**src/rtl/fetch_trace_pkg.sv**
```systemverilog
package fetch_trace_pkg;

  typedef enum logic [2:0] {
    KIND_STALL    = 3'd0,
    KIND_SEQ      = 3'd1,
    KIND_NOTTAKEN = 3'd2,
    KIND_DIRECT   = 3'd3,
    KIND_INDIRECT = 3'd4,
    KIND_EXC      = 3'd5
  } traceKind_e;

  typedef struct packed {
    traceKind_e kind;
    logic       fetchValid;
    logic       indirectFlow;
    logic       resync;
    logic       vsyncLevel;
  } ctrlStrobe_t;

endpackage

```
**src/rtl/ftr_control.sv**
```systemverilog
module ftr_control
  import fetch_trace_pkg::*;
#(
  parameter int SYNC_STAGES = 2
) (
  input  logic        clk,
  input  logic        rstN,
  input  logic        fetchSeq,
  input  logic        fetchNotTaken,
  input  logic        fetchDirect,
  input  logic        fetchIndirect,
  input  logic        fetchExc,
  input  logic        vsyncIn,
  output ctrlStrobe_t strobe
);

  logic [SYNC_STAGES-1:0] syncChain;
  logic vsyncPrev;
  logic pending;
  logic syncEdge;
  logic anyFetch;
  logic vsyncLvl;

  assign vsyncLvl = syncChain[SYNC_STAGES-1];

  always_ff @(posedge clk) begin
    if (!rstN) begin
      syncChain <= '0;
      vsyncPrev <= 1'b0;
    end else begin
      syncChain <= {syncChain[SYNC_STAGES-2:0], vsyncIn};
      vsyncPrev <= vsyncLvl;
    end
  end

  assign syncEdge = vsyncLvl ^ vsyncPrev;
  assign anyFetch = fetchSeq | fetchNotTaken | fetchDirect | fetchIndirect | fetchExc;

  always_ff @(posedge clk) begin
    if (!rstN) pending <= 1'b0;
    else       pending <= (pending | syncEdge) & ~anyFetch;
  end

  always_comb begin
    strobe = '0;
    strobe.fetchValid = anyFetch;
    strobe.vsyncLevel = vsyncLvl;
    strobe.resync     = anyFetch & (pending | syncEdge);
    if (fetchExc)           strobe.kind = KIND_EXC;
    else if (fetchIndirect) strobe.kind = KIND_INDIRECT;
    else if (fetchDirect)   strobe.kind = KIND_DIRECT;
    else if (fetchNotTaken) strobe.kind = KIND_NOTTAKEN;
    else if (fetchSeq)      strobe.kind = KIND_SEQ;
    else                    strobe.kind = KIND_STALL;
    strobe.indirectFlow = fetchExc | fetchIndirect;
  end


  pending_hold_chk: assert property (@(posedge clk) disable iff (!rstN)
    ((pending | syncEdge) && !anyFetch) |=> pending);


  pending_clear_chk: assert property (@(posedge clk) disable iff (!rstN)
    anyFetch |=> !pending);

endmodule

```
**src/rtl/ftr_datapath.sv**
```systemverilog
module ftr_datapath
  import fetch_trace_pkg::*;
#(
  parameter int CANCEL_IN_W = 3,
  parameter int CNT_W       = 2
) (
  input  logic                   clk,
  input  logic                   rstN,
  input  ctrlStrobe_t            strobe,
  input  logic [CANCEL_IN_W-1:0] cancelIn,
  output logic [2:0]             traceStatus,
  output logic [CNT_W-1:0]       cancelCount,
  output logic                   traceCycle,
  output logic                   forceExternal
);

  localparam int CNT_MAX = (1 << CNT_W) - 1;
  localparam logic [CANCEL_IN_W-1:0] CNT_MAX_IN = CANCEL_IN_W'(CNT_MAX);

  logic [CNT_W-1:0] cancelSat;

  generate
    if (CANCEL_IN_W > CNT_W) begin : g_sat
      assign cancelSat = (cancelIn > CNT_MAX_IN) ? CNT_W'(CNT_MAX) : cancelIn[CNT_W-1:0];
    end else begin : g_pass
      assign cancelSat = CNT_W'(cancelIn);
    end
  endgenerate

  always_ff @(posedge clk) begin
    if (!rstN) begin
      traceStatus   <= 3'd0;
      cancelCount   <= '0;
      traceCycle    <= 1'b0;
      forceExternal <= 1'b0;
    end else begin
      traceStatus   <= strobe.kind;
      cancelCount   <= cancelSat;
      traceCycle    <= strobe.indirectFlow | strobe.resync;
      forceExternal <= strobe.resync | (strobe.indirectFlow & strobe.vsyncLevel);
    end
  end


  no_reserved_code_chk: assert property (@(posedge clk) disable iff (!rstN)
    traceStatus <= 3'd5);


  stall_code_chk: assert property (@(posedge clk) disable iff (!rstN)
    !strobe.fetchValid |=> traceStatus == 3'd0);


  cancel_sat_chk: assert property (@(posedge clk) disable iff (!rstN)
    1'b1 |=> (($past(cancelIn) > CNT_MAX_IN) ? (cancelCount == CNT_W'(CNT_MAX))
                                             : (cancelCount == CNT_W'($past(cancelIn)))));


  force_implies_trace_chk: assert property (@(posedge clk) disable iff (!rstN)
    forceExternal |-> traceCycle);

endmodule

```
**src/rtl/fetch_trace_reporter.sv**
```systemverilog
module fetch_trace_reporter
  import fetch_trace_pkg::*;
#(
  parameter int CANCEL_IN_W = 3,
  parameter int CNT_W       = 2,
  parameter int SYNC_STAGES = 2
) (
  input  logic                   clk,
  input  logic                   rstN,
  input  logic                   fetchSeq,
  input  logic                   fetchNotTaken,
  input  logic                   fetchDirect,
  input  logic                   fetchIndirect,
  input  logic                   fetchExc,
  input  logic [CANCEL_IN_W-1:0] cancelIn,
  input  logic                   vsyncIn,
  output logic [2:0]             traceStatus,
  output logic [CNT_W-1:0]       cancelCount,
  output logic                   traceCycle,
  output logic                   forceExternal
);

  ctrlStrobe_t strobe;

  ftr_control #(.SYNC_STAGES(SYNC_STAGES)) u_ctrl (
    .clk(clk), .rstN(rstN),
    .fetchSeq(fetchSeq), .fetchNotTaken(fetchNotTaken), .fetchDirect(fetchDirect),
    .fetchIndirect(fetchIndirect), .fetchExc(fetchExc),
    .vsyncIn(vsyncIn), .strobe(strobe)
  );

  ftr_datapath #(.CANCEL_IN_W(CANCEL_IN_W), .CNT_W(CNT_W)) u_dp (
    .clk(clk), .rstN(rstN), .strobe(strobe), .cancelIn(cancelIn),
    .traceStatus(traceStatus), .cancelCount(cancelCount),
    .traceCycle(traceCycle), .forceExternal(forceExternal)
  );

endmodule

```
**config.mk**
```make
export PLATFORM = sky130hd
export DESIGN_NAME = fetch_trace_reporter
export DESIGN_NICKNAME = d
export VERILOG_FILES = /design/src/rtl/fetch_trace_pkg.sv /design/src/rtl/ftr_control.sv /design/src/rtl/ftr_datapath.sv /design/src/rtl/fetch_trace_reporter.sv
export SDC_FILE = /design/constraint.sdc
export NUM_CORES = 1
export LEC_CHECK = 0
export BUFFER_PORTS_ARGS = -buffer_cell sky130_fd_sc_hd__buf_2
export CAP_MARGIN = 40
export CORE_AREA = 2 2 39 41
export DETAILED_ROUTE_END_ITERATION = 8
export DIE_AREA = 0 0 41 43
export PLACE_DENSITY = 0.62
export SLEW_MARGIN = 20
export SYNTH_ARGS = -nofsm -noshare
export SYNTH_HDL_FRONTEND = slang
export SYNTH_SLANG_ARGS = --single-unit
```
**constraint.sdc**
```tcl
create_clock -name clk -period 0.9 [get_ports clk]
set_input_delay 0 -clock clk [delete_from_list [all_inputs] [get_ports clk]]
set_output_delay 0 -clock clk [all_outputs]
set_load 0.05 [all_outputs]
```
==> metrics.txt <==
PortBufs 17; ANT cells 0; Final period util 0.9484; CTS Buf Count 3; CTS sink count 11; die area 1763 µm²; Synth Area in Simple Gates 0.2148; post-route cell area about 570 µm²; CP bufs+invs 1; Max-Slew Margin vs Limit 0.8326; LEAKAGE about 0.27 nW; CP startpoint kind flop; Final Max Tran Viols 0; layout cells sized above 1 0.3438; largest family of logic cells by synthesized area simple AND/OR/NAND/NOR gates; Clock transition at path regs 0.07 ns; placed cell area 481.7 µm²; PwrDens 1811 nW/µm²; Compound-Gate Fraction of Synth Area 0.1510; final net count 76; Tightest Pin Transition roughly 0.25 ns; worst slack at placement -0.05778 ns; CP Class flop to primary output; f_max 1.172 GHz; total core area 1384 µm²; Worst VDD drop just under 1000 µV; Detail Placement HPWL 532.2 µm; Yosys Warn Count 0; clk root buf clkbuf_4; post-cts sizing count 0; IO Count 18; Cell Area, Synth between 300 and 400 µm²; number of routed nets with antenna violations 0; crit end category primary output; Routed WL per cell 9.413 µm; cell row count 14; Die W 41 µm; xor and xnor fraction of the mapped netlist area 0.02349; hold crit path type primary input to flop; routed vias/inst 4.075; latest clock arrival within the worst-skew pair 0.26 ns; vias 326; unrepaired setup endpoints after global routing no; syn_nets 48; Max Cap Viol 0; Post-Syn Area per Cell 10.08 µm²; drc violations 0; Tmin final 0.8535 ns; crit-path cells buf_2; Total Routed Length approximately 750 µm; die height 43 µm; worst-path fanout max 1; Starting Density 0.2694; H-tree depth 1; Worst Path Arrival 0.85 ns; crit-path leading delay family flip-flops; synth unique cells 15; CTS Buffer Depth 2; CP Data Required Time 0.90 ns; Fillers 144; Synth Instances 37; CTS tree done; total congestion overflow 0; CP max-delay cell dfxtp_1; first-pass GRT wire length around 1100 µm; antenna violations before repair 0; post-synthesis mux area share 0; final worst slack approximately 0.046 ns; drt first pass iters 2; TNS Setup 0 ns; status finished clean; via count of the first global-routing pass between 300 and 400; critical path's largest stage delay 0.33 ns; DRT iter0 DRCs 1; Final setup viols 0; GRT Total Usage 0.1011; Layout area overhead 52.35%; FF+latch count, synth 11; register area share after synthesis 0.5906; Adder-Cell Fraction of Synth Area 0; largest net degree at the start of global routing 11; routability-driven placement congestion ratio 0.6631; final hold vios 0; clk_skew roughly 0.0018 ns
[final cells by class]
cell class	instances	area [µm²]	area share
repair buffers	24	152.6	0.2687
inverters	1	3.754	0.006608
clock buffers	4	26.28	0.04626
well taps	16	20.02	0.03524
flip-flops and latches	11	220.2	0.3877
multi-input cells	24	145.1	0.2555
[state kept, by name, summed over array words and instances (netlist names)]
register            count
u_dp.forceExternal      1
u_dp.cancelCount        2
u_dp.traceStatus        3
u_ctrl.syncChain        2
u_dp.traceCycle         1
u_ctrl.pending          1
u_ctrl.vsyncPrev        1
[final timing paths]
check / start / end / slack, ns / cells past startpoint
worst max-delay path: u_dp.forceExternal / forceExternal / 0.05 / 1
worst min-delay path: fetchDirect / u_ctrl.pending / 0.03 / 3
worst max register to register: u_ctrl.syncChain[1] / u_dp.forceExternal / 0.05 / 3
worst min register to register: u_ctrl.syncChain[0] / u_ctrl.syncChain[1] / 0.44 / 1
[stage by stage]
stage	total power (W)	hold slack, ns	util	std cells
finish	0.001028	0.03172	0.4105	80
global route	0.001081	0.02552	0.4105	80
CTS	0.001048	0.02002	0.4105	80
detailed placement	0.0006934	0.2004	0.3481	70
global placement	0.0006911	0.1962	0.3481	70
floorplan	0.0006397	0.1102	-	37
[Yosys cell counts (all sizes together)]
library cell   n  area [µm²]
a21oi          2       10.01
and2           4       25.02
clkbuf         1       3.750
dfxtp         11       220.2
inv            1       3.750
nand2          2       7.510
nand2b         1       6.260
nor2           5       18.77
nor2b          1       6.260
nor3           1       5.000
o21a           4       30.03
o21bai         1       7.510
o31a           1       8.760
or3            1       11.26
xor2           1       8.760
[report_power, final]
group          leakage [nW]  total [W]  internal (W)  switching, W
registers            0.0911   0.000518      0.000511    0.00000698
logic                 0.166   0.000183     0.0000712      0.000112
clock network        0.0150   0.000327      0.000171      0.000156
[logic make-up after synthesis]
group                  after synthesis
AO/OA/AOI/OAI                        8
flip-flops                          11
XOR/XNOR                             1
buffers and inverters                2
AND/OR/NAND/NOR                     15
[per-layer routing]
| metal | share of wire | vias to the layer above | global-route usage |
|---|---|---|---|
| met3 | 0.078 | 0 | 0.06283 |
| met2 | 0.51 | 14 | 0.1594 |
| li1 | - | 173 | - |
| met5 | 0 | - | 0 |
| met1 | 0.41 | 139 | 0.09211 |
| met4 | 0 | 0 | 0.06000 |
[worst register-to-register path: cells and delay by family, from the launching register on]
family             cells  cell delay (ns)
DFF                    1             0.37
AOI/OAI and AO/OA      2             0.24
and+or+nand+nor        1             0.14
[layout by cell type (no fill, tap or decap), drive strengths merged, types with 2 or more instances in the layout]
cell,netlist,final
a21oi,2,2
and2,4,4
buf,0,18
clkbuf,1,4
dfxtp,11,11
dlygate4sd3,0,6
nand2,2,2
nor2,5,5
o21a,4,4
[repair_timing]
action                                 in CTS  in global routing
buffers inserted                            0                  0
endpoints found under the hold margin       5                  0
hold buffers                                6                  0
setup endpoints to repair                   0                  0
Note: power is estimated with default switching activity, not from simulation.
